## config.mk

```make
export PLATFORM = sky130hd
export DESIGN_NAME = diag_flag_unit
export DESIGN_NICKNAME = d
export VERILOG_FILES = /design/src/rtl/diag_pkg.sv /design/src/rtl/diag_thr_unpack.sv /design/src/rtl/diag_cmp.sv /design/src/rtl/diag_ctl.sv /design/src/rtl/diag_flag_unit.sv
export SDC_FILE = /design/constraint.sdc
export NUM_CORES = 1
export LEC_CHECK = 0
export BUFFER_PORTS_ARGS = -buffer_cell sky130_fd_sc_hd__buf_2
export CAP_MARGIN = 30
export CORE_MARGIN = 1
export CORE_UTILIZATION = 35
export CTS_CLUSTER_DIAMETER = 40
export DETAILED_ROUTE_END_ITERATION = 16
export PLACE_DENSITY = 0.69
export RECOVER_POWER = 25
export SETUP_SLACK_MARGIN = 0.4
export SLEW_MARGIN = 20
export SYNTH_ARGS = -nofsm -noshare
export SYNTH_HDL_FRONTEND = slang
export SYNTH_SLANG_ARGS = --single-unit
export TNS_END_PERCENT = 30
```

## constraint.sdc

```tcl
create_clock -name clk -period 2 [get_ports clk]
set_clock_uncertainty 0.15 [all_clocks]
set_input_delay 0 -clock clk [delete_from_list [all_inputs] [get_ports clk]]
set_output_delay 0 -clock clk [all_outputs]
set_load 0.005 [all_outputs]
```

## src/rtl/diag_pkg.sv

```systemverilog
package diag_pkg;
    parameter int BYTE_W = 8;
    parameter int TEMP_W = 16;
    parameter int VCC_W  = 16;
    parameter int MRG_W  = 8;

    localparam int LIMITS     = 4;
    localparam int TEMP_BYTES = TEMP_W / BYTE_W;
    localparam int VCC_BYTES  = VCC_W / BYTE_W;
    localparam int TEMP_BASE  = 0;
    localparam int VCC_BASE   = LIMITS * TEMP_BYTES;
    localparam int THR_BYTES  = LIMITS * (TEMP_BYTES + VCC_BYTES);

    // limit slot order inside each quantity's block of the image
    localparam int LIM_HI_ALM = 0;
    localparam int LIM_LO_ALM = 1;
    localparam int LIM_HI_WRN = 2;
    localparam int LIM_LO_WRN = 3;

    typedef struct packed {
        logic hi_alm;
        logic lo_alm;
        logic hi_wrn;
        logic lo_wrn;
    } lim_flags_t;

    typedef struct packed {
        logic tx_pin;
        logic soft_dis;
        logic rsv5;
        logic fixed_one;
        logic spare;
        logic rsv2;
        logic sd_n;
        logic ready_n;
    } status_t;

    function automatic logic [BYTE_W-1:0] main_byte(input lim_flags_t t, input lim_flags_t v,
                                                    input logic want_alarm);
        logic [BYTE_W-1:0] b;
        b = '0;
        b[7] = want_alarm ? t.hi_alm : t.hi_wrn;
        b[6] = want_alarm ? t.lo_alm : t.lo_wrn;
        b[5] = want_alarm ? v.hi_alm : v.hi_wrn;
        b[4] = want_alarm ? v.lo_alm : v.lo_wrn;
        return b;
    endfunction

    function automatic logic [BYTE_W-1:0] aux_byte(input logic lo_flag);
        logic [BYTE_W-1:0] b;
        b = '0;
        b[5] = lo_flag;
        return b;
    endfunction
endpackage

```

## src/rtl/diag_thr_unpack.sv

```systemverilog
module diag_thr_unpack
    import diag_pkg::*;
#(
    parameter int W     = 16,
    parameter int BASE  = 0,
    parameter int TOTAL = 16
) (
    input  logic [TOTAL*BYTE_W-1:0]   image,
    output logic [LIMITS-1:0][W-1:0]  words
);
    localparam int NB = W / BYTE_W;

    always_comb begin
        words = '0;
        for (int i = 0; i < LIMITS; i++) begin
            for (int j = 0; j < NB; j++) begin
                // most significant byte first
                words[i][W-1-BYTE_W*j -: BYTE_W] = image[(BASE + NB*i + j)*BYTE_W +: BYTE_W];
            end
        end
    end
endmodule

```

## src/rtl/diag_cmp.sv

```systemverilog
module diag_cmp
    import diag_pkg::*;
#(
    parameter int W         = 16,
    parameter bit IS_SIGNED = 1'b1,
    parameter bit HAS_HIGH  = 1'b1
) (
    input  logic [W-1:0]              sample,
    input  logic [LIMITS-1:0][W-1:0]  lim,
    output lim_flags_t                flags
);
    logic lo_a, lo_w, hi_a, hi_w;

    generate
        if (IS_SIGNED) begin : g_signed
            assign lo_a = $signed(sample) < $signed(lim[LIM_LO_ALM]);
            assign lo_w = $signed(sample) < $signed(lim[LIM_LO_WRN]);
            if (HAS_HIGH) begin : g_hi
                assign hi_a = $signed(sample) > $signed(lim[LIM_HI_ALM]);
                assign hi_w = $signed(sample) > $signed(lim[LIM_HI_WRN]);
            end else begin : g_nohi
                logic unused_hi;
                assign unused_hi = ^{lim[LIM_HI_ALM], lim[LIM_HI_WRN]};
                assign hi_a = 1'b0;
                assign hi_w = 1'b0;
            end
        end else begin : g_unsigned
            assign lo_a = sample < lim[LIM_LO_ALM];
            assign lo_w = sample < lim[LIM_LO_WRN];
            if (HAS_HIGH) begin : g_hi
                assign hi_a = sample > lim[LIM_HI_ALM];
                assign hi_w = sample > lim[LIM_HI_WRN];
            end else begin : g_nohi
                logic unused_hi;
                assign unused_hi = ^{lim[LIM_HI_ALM], lim[LIM_HI_WRN]};
                assign hi_a = 1'b0;
                assign hi_w = 1'b0;
            end
        end
    endgenerate

    assign flags = '{hi_alm: hi_a, lo_alm: lo_a, hi_wrn: hi_w, lo_wrn: lo_w};
endmodule

```

## src/rtl/diag_ctl.sv

```systemverilog
module diag_ctl
    import diag_pkg::*;
#(
    parameter int READY_CYCLES = 1000
) (
    input  logic              clk,
    input  logic              rst,
    input  logic              smp_valid,
    input  logic              tx_dis_pin,
    input  logic              sig_det_pin,
    input  logic              wr_en,
    input  logic [BYTE_W-1:0] wr_data,
    output status_t           status,
    output logic              tx_disable
);
    localparam int CNT_W = (READY_CYCLES > 1) ? $clog2(READY_CYCLES) : 1;
    localparam logic [CNT_W-1:0] CNT_LAST = CNT_W'(READY_CYCLES - 1);

    logic             soft_q;
    logic             spare_q;
    logic             ready_n_q;
    logic [CNT_W-1:0] cnt_q;
    logic             unused_wr;

    assign unused_wr = ^{wr_data[7], wr_data[5:4], wr_data[2:0]};

    always_ff @(posedge clk) begin
        if (rst) begin
            soft_q    <= 1'b0;
            spare_q   <= 1'b0;
            ready_n_q <= 1'b1;
            cnt_q     <= '0;
        end else begin
            if (wr_en) begin
                soft_q  <= wr_data[6];
                spare_q <= wr_data[3];
            end
            if (cnt_q != CNT_LAST) begin
                cnt_q <= cnt_q + 1'b1;
            end
            if (smp_valid || (cnt_q == CNT_LAST)) begin
                ready_n_q <= 1'b0;
            end
        end
    end

    always_comb begin
        status           = '0;
        status.tx_pin    = tx_dis_pin;
        status.soft_dis  = soft_q;
        status.fixed_one = 1'b1;
        status.spare     = spare_q;
        status.sd_n      = ~sig_det_pin;
        status.ready_n   = ready_n_q;
    end

    assign tx_disable = tx_dis_pin | soft_q;
endmodule

```

## src/rtl/diag_flag_unit.sv

```systemverilog
module diag_flag_unit
    import diag_pkg::*;
#(
    parameter int READY_CYCLES = 1000
) (
    input  logic                        clk,
    input  logic                        rst,
    input  logic                        smp_valid,
    input  logic [TEMP_W-1:0]           smp_temp,
    input  logic [VCC_W-1:0]            smp_vcc,
    input  logic [MRG_W-1:0]            smp_margin,
    input  logic [THR_BYTES*BYTE_W-1:0] thr_image,
    input  logic [MRG_W-1:0]            mg_lo_alarm,
    input  logic [MRG_W-1:0]            mg_lo_warn,
    input  logic                        tx_dis_pin,
    input  logic                        sig_det_pin,
    input  logic                        ctl_wr_en,
    input  logic [BYTE_W-1:0]           ctl_wr_data,
    output logic [BYTE_W-1:0]           alarm_main,
    output logic [BYTE_W-1:0]           alarm_aux,
    output logic [BYTE_W-1:0]           warn_main,
    output logic [BYTE_W-1:0]           warn_aux,
    output logic [BYTE_W-1:0]           status_byte,
    output logic                        tx_disable
);
    logic [LIMITS-1:0][TEMP_W-1:0] temp_lim;
    logic [LIMITS-1:0][VCC_W-1:0]  vcc_lim;
    logic [LIMITS-1:0][MRG_W-1:0]  mrg_lim;
    lim_flags_t temp_d, vcc_d, mrg_d;
    lim_flags_t temp_q, vcc_q, mrg_q;
    status_t    status;
    logic       unused_mrg;

    diag_thr_unpack #(.W(TEMP_W), .BASE(TEMP_BASE), .TOTAL(THR_BYTES)) u_unpack_temp (
        .image(thr_image), .words(temp_lim)
    );
    diag_thr_unpack #(.W(VCC_W), .BASE(VCC_BASE), .TOTAL(THR_BYTES)) u_unpack_vcc (
        .image(thr_image), .words(vcc_lim)
    );

    always_comb begin
        mrg_lim             = '0;
        mrg_lim[LIM_LO_ALM] = mg_lo_alarm;
        mrg_lim[LIM_LO_WRN] = mg_lo_warn;
    end

    diag_cmp #(.W(TEMP_W), .IS_SIGNED(1'b1), .HAS_HIGH(1'b1)) u_cmp_temp (
        .sample(smp_temp), .lim(temp_lim), .flags(temp_d)
    );
    diag_cmp #(.W(VCC_W), .IS_SIGNED(1'b0), .HAS_HIGH(1'b1)) u_cmp_vcc (
        .sample(smp_vcc), .lim(vcc_lim), .flags(vcc_d)
    );
    diag_cmp #(.W(MRG_W), .IS_SIGNED(1'b1), .HAS_HIGH(1'b0)) u_cmp_mrg (
        .sample(smp_margin), .lim(mrg_lim), .flags(mrg_d)
    );

    always_ff @(posedge clk) begin
        if (rst) begin
            temp_q <= '0;
            vcc_q  <= '0;
            mrg_q  <= '0;
        end else if (smp_valid) begin
            temp_q <= temp_d;
            vcc_q  <= vcc_d;
            mrg_q  <= mrg_d;
        end
    end

    assign unused_mrg = mrg_q.hi_alm ^ mrg_q.hi_wrn;

    assign alarm_main = main_byte(temp_q, vcc_q, 1'b1);
    assign warn_main  = main_byte(temp_q, vcc_q, 1'b0);
    assign alarm_aux  = aux_byte(mrg_q.lo_alm);
    assign warn_aux   = aux_byte(mrg_q.lo_wrn);

    diag_ctl #(.READY_CYCLES(READY_CYCLES)) u_ctl (
        .clk(clk), .rst(rst), .smp_valid(smp_valid),
        .tx_dis_pin(tx_dis_pin), .sig_det_pin(sig_det_pin),
        .wr_en(ctl_wr_en), .wr_data(ctl_wr_data),
        .status(status), .tx_disable(tx_disable)
    );

    assign status_byte = status;
endmodule

```

Word-level counts from Yosys, hierarchy flattened. Index checks and enable logic that the tools add are counted.

Bits in registers: 23. Latch bits: 0. RAM bits: 0. Memory bits (read-only): 0. Input bits: 198. Output and inout bits: 41. Word-level logic and storage cells: 30. Memories: 0.

$add $sub $neg: 1. Multipliers: 0. Div/mod/pow operators: 0. $lt $le $gt $ge: 10. Eq/ne operators: 2. Shifts and indexed selects: 0. Multiplexer cells: 0. Bitwise logic cells: 2. Reduce and logical (&&, ||, !) cells: 1.

Operator list (number): $gt A16 B16 Y1 (4); $lt A16 B16 Y1 (4); $lt A8 B8 Y1 (2); $add A10 B1 Y10 const B (1); $eq A10 B10 Y1 const B (1); $ne A10 B10 Y1 const B (1); $logic_or A1 B1 Y1 (1); $not A1 Y1 (1); $or A1 B1 Y1 (1).

Depth between registers and ports, before layout. Gate-level depths: netlist of run 1.

Depth in word-level cells: 2. Mapped depth: 8. Depth with buffers taken out: 8.

Hierarchy. From an unflattened synthesis of run 1, not the netlist that was laid out.

Cell total of the unflattened synthesis: 768. Area, all modules: 5786.8 µm².

Modules (own cells, without submodules): diag_cmp (u_cmp_vcc) (instances 1, cells an instance 221, area each 1617.8 µm², seq. area each 0.0 µm²); diag_cmp (u_cmp_temp) (instances 1, cells an instance 230, area each 1602.8 µm², seq. area each 0.0 µm²); diag_thr_unpack (instances 2, cells an instance 64, area each 480.5 µm², seq. area each 0.0 µm²); diag_ctl (instances 1, cells an instance 75, area each 669.4 µm², seq. area each 260.2 µm²); diag_flag_unit (instances 1, cells an instance 55, area each 521.8 µm², seq. area each 200.2 µm²); diag_cmp (u_cmp_mrg) (instances 1, cells an instance 59, area each 414.1 µm², seq. area each 0.0 µm²).

Least setup slack after synthesis of run 1. Ideal clock, no wire load.

Path kind: reg2reg. From: register u_ctl.cnt_q[0]. To: register u_ctl.cnt_q[7]. Setup time: 115 ps. Arrival: 1543 ps. Required time: 1735 ps. Setup slack: 192 ps. Stages on the path, launching flop included: 8. Buffers on the path: 0. Period minus slack after synthesis: 1808 ps. Path through: dfxtp_1 ha_1 nand2_2 or4_4 nor2_8 nor4b_2 xnor2_1 nor2_1.

Cells in the longest elaborated chain, start to end: 1. Elaborated cells between the ends (all ways): 2. Those cells by class: add/sub: 1; eq/ne: 1.

Ends and longest elaborated chain: start, declared (line diag_ctl.sv:22) `logic [CNT_W-1:0] cnt_q;`; start signal, assigned (line diag_ctl.sv:39) `cnt_q <= cnt_q + 1'b1;`; $add A10 B1 Y10 / $ne A10 B10 Y1 (equally long branches) (line diag_ctl.sv:39, diag_ctl.sv:38).

Parallel ways exist; a longest one is shown, timed or not. A chain may end at the register's enable or synchronous reset.

Worst setup path in the final report of run 1.
From: register u_ctl.cnt_q[1]. To: register u_ctl.cnt_q[7].

The elaborated chain is that of the path after synthesis.

==> results.yml, run 1 <==
drt:
  finalWirelength_um: 12300
  vias_per_cell: 4.61
  route.detailed.drc: 0
  vias: 4552
  post_drt_wl_per_cell_um: 12.5
  dr.pass1.iters: 4
  ant_nets: 0
  drt_iter0_markers: 133
timing:
  fin_crit_ns: 1.77
  final.setup.tns_ns: 0
  timing.final.ws_setup_ns: 0.233
  rsz0062_at_grt: "true"
  maxSlewViolCount: 0
  setup_viol: 0
  timing.hold.ws_ns: 0.0296
  max_freq_mhz: 566
  fin_crit_sh_pct: 88.3
  maxSlewHeadroom_pct: 65.8
  worstMarginPinSlew_ns: 0.500
  hold_viol_final: 0
synth:
  synth_seq_area_share_pct: 9.91
  ys_ff_latch: 23
  synthSimpleGateAreaFrac_pct: 14.7
  synth_warnings: 0
  synth_area_leaders: "ha_1, inv_1, dfxtp_1"
  synth_xor_area_share_pct: 1.13
  synth_flop_cell: "dfxtp_1"
  yosysMostFrequentCell: "inv_1"
  syn_area_sq_um: 4650
  synth-edff-count: 0
  postSynth.asyncResetShare_pct: 0
  synth_fa_ha_area_share_pct: 37.4
  synth_cells: 606
  synth_largest_area_cell: "ha_1"
  synth_top_family_by_area: "adder cells"
  ys_types: 51
  synth.mux.area_fraction_pct: 0.862
  avgSynthCellArea_sq_um: 7.67
  synth-compound-area-share_pct: 19.1
  synth_top_area_share_pct: 37.4
  synthTopCellsByCount: "inv_1, ha_1, nor2_1"
placement:
  place_ws_ns: 0.135
  hpwl_um: 10900
  dpl_cell_area_sq_um: 5770
  dp.cells: 977
  place.gp.congestion: 0.807
  portBuffers: 207
global_routing:
  antenna_found_initial: 0
  grt_pass1_vias: 4202
  grt_usage_pct: 17.6
  grt_pass1_wl_um: 18800
  gr-total-overflow: 0
  grt_max_degree: 25
run:
  drv_cap: 0
floorplanning:
  die_h_um: 117
  coreArea_sq_um: 12800
  rows: 41
  die_x_um: 117
  dieArea_sq_um: 13700
  ios: 239
  start_util_pct: 36.4
power:
  p_per_area_nw_per_um2: 321
  p_leak_nw: 3.64
  ir_drop_v: 0.000391
clocking:
  clkLatencyLatePin_ns: 0.26
  post_cts_buffers: 0
  clockRootBuffer: "clkbuf_16"
  cts_tree: "yes"
  cts_buffers: 3
  cts_max_level: 1
  clkSlewWorstSetupHoldPaths_ns: 0.07
  cts_sinks: 23
  cts.path.max_buffers: 2
worst_setup_path:
  r2r_slack_ns: 0.23
  cp_max_fo: 8
  end_kind: "flop"
  worst_ep_arrival_time_ns: 1.76
  cp.required_ns: 1.99
  start_kind: "flop"
  critPathKind: "reg2reg"
finish:
  stdcell_area_sq_um: 5910
  drive_above_1_share_pct: 27.2
  final-instance-count-excl-fill: 988
  final_nets: 1154
  synthToLayoutAreaGrowth_pct: 27.3
  antennaDiodeCount: 0
run_status:
  status: "completed"
min_path:
  holdCritPathClass: "in2reg"
==> sequential cells by signal (all words and copies together) (netlist names) <==
signal / cells
warn_aux: 1
alarm_main: 4
warn_main: 4
alarm_aux: 1
u_ctl.cnt_q: 10
u_ctl.soft_q: 1
u_ctl.spare_q: 1
u_ctl.ready_n_q: 1
==> through the flow <==
step                power (mW)  util (%)
floorplan                 1.10         -
global route              2.10      46.3
CTS                       1.93      46.3
global placement          1.44      45.1
finish                    1.90      46.3
detailed placement        1.46      45.1
==> power breakdown <==
group | internal, mW | leakage, nW | switching [mW]
Combinational | 0.475 | 3.41 | 0.472
Clock | 0.270 | 0.0409 | 0.179
Sequential | 0.485 | 0.190 | 0.0186
==> layout make-up <==
class	count	area, sq um
fill	1300	6860
sequential	23	465
tap	172	215
multi-input combinational	432	3510
timing repair buffer	216	1110
clock inverter	1	5.00
clock buffer	3	75.1
inverter	141	529
==> critical path, cell delays in order (launching register included) <==
cell	delay, ns
dfxtp_2	0.36
ha_4	0.16
nand2_4	0.05
or4_4	0.46
nor2_8	0.17
nor4b_2	0.08
xnor2_1	0.16
nor2_1	0.05
==> metal layers <==
layer	vias up	global-route usage (%)	wire (um)
met4	0	3.97	154
met1	1916	19.8	5280
met2	171	33.5	5920
li1	2455	-	-
met3	10	3.55	987
met5	-	0	0
==> path summary, 6_finish.rpt <==
| kind | startpoint | cells after the start | to |
|---|---|---|---|
| hold / removal | rst | 3 | warn_main[7] |
| setup / recovery | u_ctl.cnt_q[1] | 7 | u_ctl.cnt_q[7] |
| setup reg to reg | u_ctl.cnt_q[1] | 7 | u_ctl.cnt_q[7] |
| hold reg to reg | warn_main[7] | 1 | warn_main[7] |
==> cell usage in the layout, fill, tap and decap left out, types with 2 or more instances in the layout <==
| master | synthesis | layout |
|---|---|---|
| ha_1 | 139 | 138 |
| clkbuf_16 | 0 | 3 |
| buf_2 | 0 | 199 |
| a211oi_1 | 7 | 7 |
| or3_1 | 2 | 2 |
| mux2i_1 | 4 | 4 |
| nor2_1 | 36 | 36 |
| nand3_1 | 10 | 10 |
| dlygate4sd3_1 | 0 | 7 |
| a21boi_0 | 3 | 3 |
| a221oi_1 | 3 | 3 |
| o221a_2 | 2 | 2 |
| a21oi_1 | 34 | 34 |
| o21a_1 | 4 | 4 |
| clkbuf_1 | 2 | 8 |
| o21ai_0 | 23 | 23 |
| dfxtp_1 | 23 | 21 |
| a41oi_1 | 4 | 4 |
| conb_1 | 2 | 25 |
| a2111oi_2 | 2 | 2 |
| and3_1 | 3 | 3 |
| nor2b_1 | 9 | 9 |
| a2111oi_0 | 2 | 2 |
| nor4_1 | 5 | 5 |
| inv_1 | 141 | 141 |
| nand2_1 | 19 | 19 |
| xor2_1 | 2 | 2 |
| o21bai_1 | 3 | 3 |
| o211ai_1 | 3 | 3 |
| nand2b_1 | 10 | 10 |
| xnor2_1 | 4 | 4 |
| nor3_1 | 3 | 3 |
| a21o_1 | 32 | 32 |
| buf_4 | 29 | 2 |
| nand4_1 | 20 | 20 |
| a311o_1 | 2 | 2 |
==> what timing repair did <==
action	4_1_cts	5_1_grt
pin swaps	0	1
resized for setup	0	2
endpoints found under the setup margin	6	12
hold endpoints to repair	4	0
hold buffers	7	0
==> kinds of logic after synthesis <==
kind of cell / Yosys count
buffers and inverters: 174
adders and majority gates: 139
AOI/OAI and AO/OA: 131
and+or+nand+nor: 127
DFF: 23
xor gates and xnor gates: 6
muxes: 4
other: 2
Power figures use the tool's default switching activity.
==> run 2: changes to the inputs <==
clock period = 2.2 ns   (was 2 ns; I/O delays follow)
==> results.yml, run 2 (same netlist as run 1, synthesis figures left out) <==
run_status:
  status: "completed"
clocking:
  cts_sinks: 23
  cts_buffers: 3
  clkSlewWorstSetupHoldPaths_ns: 0.07
  cts.path.max_buffers: 2
  cts_tree: "yes"
  clockRootBuffer: "clkbuf_16"
  clkLatencyLatePin_ns: 0.26
  cts_max_level: 1
finish:
  top_register: "u_ctl.cnt_q"
  final_nets: 1156
  final-instance-count-excl-fill: 990
  layout_commonest_cell: "buf_2"
  synthToLayoutAreaGrowth_pct: 27.6
  drive_above_1_share_pct: 27.4
  final_cell_mix: "buf_2, inv_1, ha_1"
  antennaDiodeCount: 0
  largest_reg_flops: 10
min_path:
  holdCritPathClass: "in2reg"
  hold_path_depth: 3
  hp-start: "rst"
  hold_end: "warn_main[7]"
worst_setup_path:
  start_kind: "input port"
  cp_max_fo: 2
  max_stage_delay_ns: 0.54
  worst_path_max_delay_cell: "dlygate4sd3_1"
  rr_endpoint: "u_ctl.ready_n_q"
  reg2reg_from: "u_ctl.cnt_q[0]"
  path_cells: "dlygate4sd3_1 > buf_2 > ha_1 > or3b_2 > a311o_1 > a41oi_1"
  end_kind: "flop"
  worst_ep_arrival_time_ns: 1.84
  cp.required_ns: 2.23
  critPathKind: "in2reg"
  reg2regPathDepth: 7
  r2r_slack_ns: 0.43
drt:
  ant_nets: 0
  vias_per_cell: 4.64
  drt_iter0_markers: 195
  dr.pass1.iters: 4
  met2WireLength_um: 6070
  route.detailed.drc: 0
  finalWirelength_um: 12500
  top_layer: "met4"
  met3_length_um: 923
  post_drt_wl_per_cell_um: 12.6
  vias: 4598
  drt-met1-wl_um: 5450
global_routing:
  grt_max_degree: 25
  gr-total-overflow: 0
  grt_usage_pct: 17.8
  grt_pass1_vias: 4324
  antenna_found_initial: 0
  grt_pass1_wl_um: 19400
placement:
  portBuffers: 207
  place.gp.congestion: 0.825
  dp.cells: 977
  hpwl_um: 11000
timing:
  maxSlewHeadroom_pct: 61.1
  fin_crit_ns: 1.80
  setup_viol: 0
  final.setup.tns_ns: 0
  timing.hold.ws_ns: 0.0179
  hold_viol_final: 0
  max_freq_mhz: 555
  fin_crit_sh_pct: 81.9
  maxSlewViolCount: 0
  worstMarginPinSlew_ns: 0.569
  rsz0062_at_grt: "true"
floorplanning:
  dieArea_sq_um: 13700
  coreArea_sq_um: 12800
  ios: 239
  die_h_um: 117
  start_util_pct: 36.4
  die_x_um: 117
  rows: 41
power:
  p_leak_nw: 3.64
  ir_drop_v: 0.000209
  p_total_mw: 1.73
  p_per_area_nw_per_um2: 292
run:
  drv_cap: 0
==> run 2: cell count changes in the layout (fill, tap and decap cells not counted), sizes merged <==
cell | before | now
buf | 201 | 204
clkbuf | 11 | 10
==> run 2: layout make-up <==
type,count,area [sq um]
clock buffers,3,75.1
clock inverters,1,5.00
fillers,1341,6850
inverters,141,529
multi-input cells,432,3510
flip-flops and latches,23,468
well taps,172,215
repair buffers,218,1130
==> run 2: stage by stage <==
step | utilization (%) | area [sq um] | worst slack (ns)
floorplan | - | 4730 | 0.419
global placement | 45.0 | 5750 | 0.329
detailed placement | 45.0 | 5750 | 0.322
CTS | 46.4 | 5920 | 0.405
global route | 46.4 | 5930 | 0.344
finish | 46.4 | 5930 | 0.397
==> run 2: worst max-delay path: cells and delay by family <==
family                   cells  cell delay (ns)
AO/OA/AOI/OAI                2             0.52
AND/OR/NAND/NOR              1             0.46
buffers and inverters        2             0.68
adder cells (fa/ha/maj)      1             0.18
==> run 2: repair_timing <==
item,in CTS,in global routing
hold buffers,7,0
gates resized for setup,4,2
setup endpoints to repair,6,7
buffers inserted,1,1
pin swaps,2,1
gates cloned,0,0
endpoints found under the hold margin,4,0
==> run 2: worst max path at each step <==
stage / slack (ns) / startpoint / cells after the start / end
floorplan: 0.42 / u_ctl.cnt_q[0] / 7 / u_ctl.cnt_q[7]
global placement: 0.33 / smp_temp[11] / 7 / warn_main[6]
detailed placement: 0.32 / u_ctl.cnt_q[0] / 7 / u_ctl.cnt_q[7]
CTS: 0.41 / smp_margin[6] / 6 / alarm_aux[5]
global route: 0.34 / u_ctl.cnt_q[0] / 6 / u_ctl.cnt_q[1]
finish: 0.40 / smp_margin[6] / 6 / alarm_aux[5]
==> run 2: layer usage <==
metal	vias up	track usage [%]
met5	-	0
met2	161	34.9
met3	2	2.78
li1	2455	-
met4	0	2.11
met1	1980	20.7
==> run 2: where the power goes <==
part	total [mW]	switching, mW	internal [mW]
sequential	0.457	0.0167	0.441
combinational	0.864	0.432	0.432
clock	0.410	0.165	0.245
==> run 3: changes to the inputs <==
PLACE_DENSITY = 0.72   (was 0.69)
clock period = 1.5 ns   (was 2.2 ns; I/O delays follow)
==> results.yml, run 3 (same netlist as run 1, synthesis figures left out) <==
worst_setup_path:
  reg2regPathDepth: 7
  worst_path_max_delay_cell: "or4_4"
  cp.required_ns: 1.51
  max_stage_delay_ns: 0.46
  path_cells: "ha_4 > nand2_2 > or4_4 > nor2_8 > buf_4 > buf_4 > o21bai_1"
  cpMostUsedCell: "buf_4"
  cp_max_fo: 8
  critPathKind: "reg2reg"
  worst_ep_arrival_time_ns: 1.72
  end_kind: "flop"
  start_kind: "flop"
timing:
  final.setup.tns_ns: -1.13
  worstMarginPinSlew_ns: 0.494
  rsz0062_at_grt: "true"
  setup_viol: 8
  hold_viol_final: 1
  timing.final.ws_setup_ns: -0.213
  maxSlewHeadroom_pct: 66.8
  maxSlewViolCount: 0
  max_freq_mhz: 584
  fin_crit_ns: 1.71
  timing.hold.ws_ns: -0.0394
  fin_crit_sh_pct: 114
drt:
  vias_per_cell: 4.72
  drt_iter0_markers: 148
  finalWirelength_um: 13800
  ant_nets: 0
  dr.pass1.iters: 5
  route.detailed.drc: 0
  vias: 4928
  post_drt_wl_per_cell_um: 13.3
power:
  p_sw_mw: 1.04
  p_total_mw: 2.86
  p_per_area_nw_per_um2: 423
  ir_drop_v: 0.000314
  p_leak_nw: 3.96
  seqPwrFrac_pct: 23.4
  switching_share_pct: 36.2
  comb_power_share_pct: 54.7
  clock_power_share_pct: 21.8
  p_int_mw: 1.83
finish:
  multi_input_area_sq_um: 3900
  final_nets: 1209
  layout_commonest_cell: "buf_2"
  drive_above_1_share_pct: 38.3
  synthToLayoutAreaGrowth_pct: 45.8
  final_cell_mix: "buf_2, inv_1, ha_1"
  fillers: 1199
  largest_reg_flops: 10
  register_area_sq_um: 463
  top_register: "u_ctl.cnt_q"
  stdcell_area_sq_um: 6770
floorplanning:
  dieArea_sq_um: 13700
  rows: 41
  start_util_pct: 36.4
  coreArea_sq_um: 12800
  ios: 239
  die_h_um: 117
  die_x_um: 117
placement:
  portBuffers: 207
  dpl_cell_area_sq_um: 6180
  place.gp.congestion: 0.836
  hpwl_um: 11600
min_path:
  holdCritPathClass: "in2reg"
  hold_path_depth: 3
clocking:
  cts_tree: "yes"
  cts_buffers: 3
  clockRootBuffer: "clkbuf_16"
  cts.path.max_buffers: 2
  clkSlewWorstSetupHoldPaths_ns: 0.07
  cts_max_level: 1
  clkLatencyLatePin_ns: 0.26
  cts_sinks: 23
  hold_buffers: 5
global_routing:
  gr-total-overflow: 0
  antenna_found_initial: 1
  grt_pass1_vias: 4764
  grt_pass1_wl_um: 20800
  grt_usage_pct: 19.2
  grt_max_degree: 19
run_status:
  status: "finished with violations"
  violations: "negative hold slack, negative setup slack"
run:
  drv_cap: 0
==> run 3: changes by cell type in the layout (fill, tap and decap cells not counted), moves of 4 or more <==
cell / delta
nor2_1: -4
buf_2: -6
buf_6: +5
ha_1: -18
a21oi_1: -7
o21ai_0: -14
clkbuf_1: -4
buf_4: +59
o21ai_1: +12
ha_4: +18
a21oi_2: +7
==> run 3: power by group through the flow <==
stage | Clock [mW] | Combinational [mW] | Sequential, mW
after floorplan | 0 | 0.784 | 0.684
after global placement | 0 | 1.34 | 0.683
after detailed placement | 0 | 1.37 | 0.684
after CTS | 0.651 | 1.50 | 0.671
after global routing | 0.658 | 1.78 | 0.674
final | 0.625 | 1.57 | 0.671
==> run 3: cell type report <==
cell class | instances | share of cell area [%]
antenna | 1 | 0.0369
sequential | 23 | 6.84
timing repair buffer | 271 | 23.4
clock inverter | 1 | 0.0739
tap | 172 | 3.18
multi-input combinational | 432 | 57.6
clock buffer | 3 | 1.11
inverter | 141 | 7.85
==> run 3: worst paths after layout <==
check                                     from         endpoint  slack (ns)
worst max-delay path            u_ctl.cnt_q[1]  u_ctl.ready_n_q       -0.21
worst min register to register    warn_main[7]     warn_main[7]        0.32
worst max register to register  u_ctl.cnt_q[1]  u_ctl.ready_n_q       -0.21
worst min-delay path             smp_margin[6]      warn_aux[5]       -0.04
==> run 3: layer usage <==
metal | wire length [um] | up-vias | track usage, %
li1 | - | 2569 | -
met1 | 5970 | 2167 | 21.7
met2 | 6870 | 176 | 37.4
met3 | 775 | 16 | 2.01
met4 | 222 | 0 | 6.08
met5 | 0 | - | 0
==> run 3: worst max-delay path, delay by kind of cell (launching register included) <==
kind	cells	cell delay [ns]
and+or+nand+nor	3	0.69
DFF	1	0.35
buffers and inverters	2	0.23
adders and majority gates	1	0.14
AOI/OAI and AO/OA	1	0.06
==> run 3: repair_timing <==
item | 4_1_cts | 5_1_grt
gates cloned | 0 | 0
resized for setup | 58 | 36
pin swaps | 39 | 37
buffers inserted | 1 | 1
endpoints found under the setup margin | 22 | 23
endpoints found under the hold margin | 7 | 1
==> run 3: through the flow <==
stage	std cells	worst slack, ns	utilization, %
2_1_floorplan	629	-0.143	-
3_3_place_gp	1032	-0.250	48.4
3_5_place_dp	1032	-0.311	48.4
4_1_cts	1042	-0.216	51.8
5_1_grt	1044	-0.302	53.0
6_report	1044	-0.213	53.0
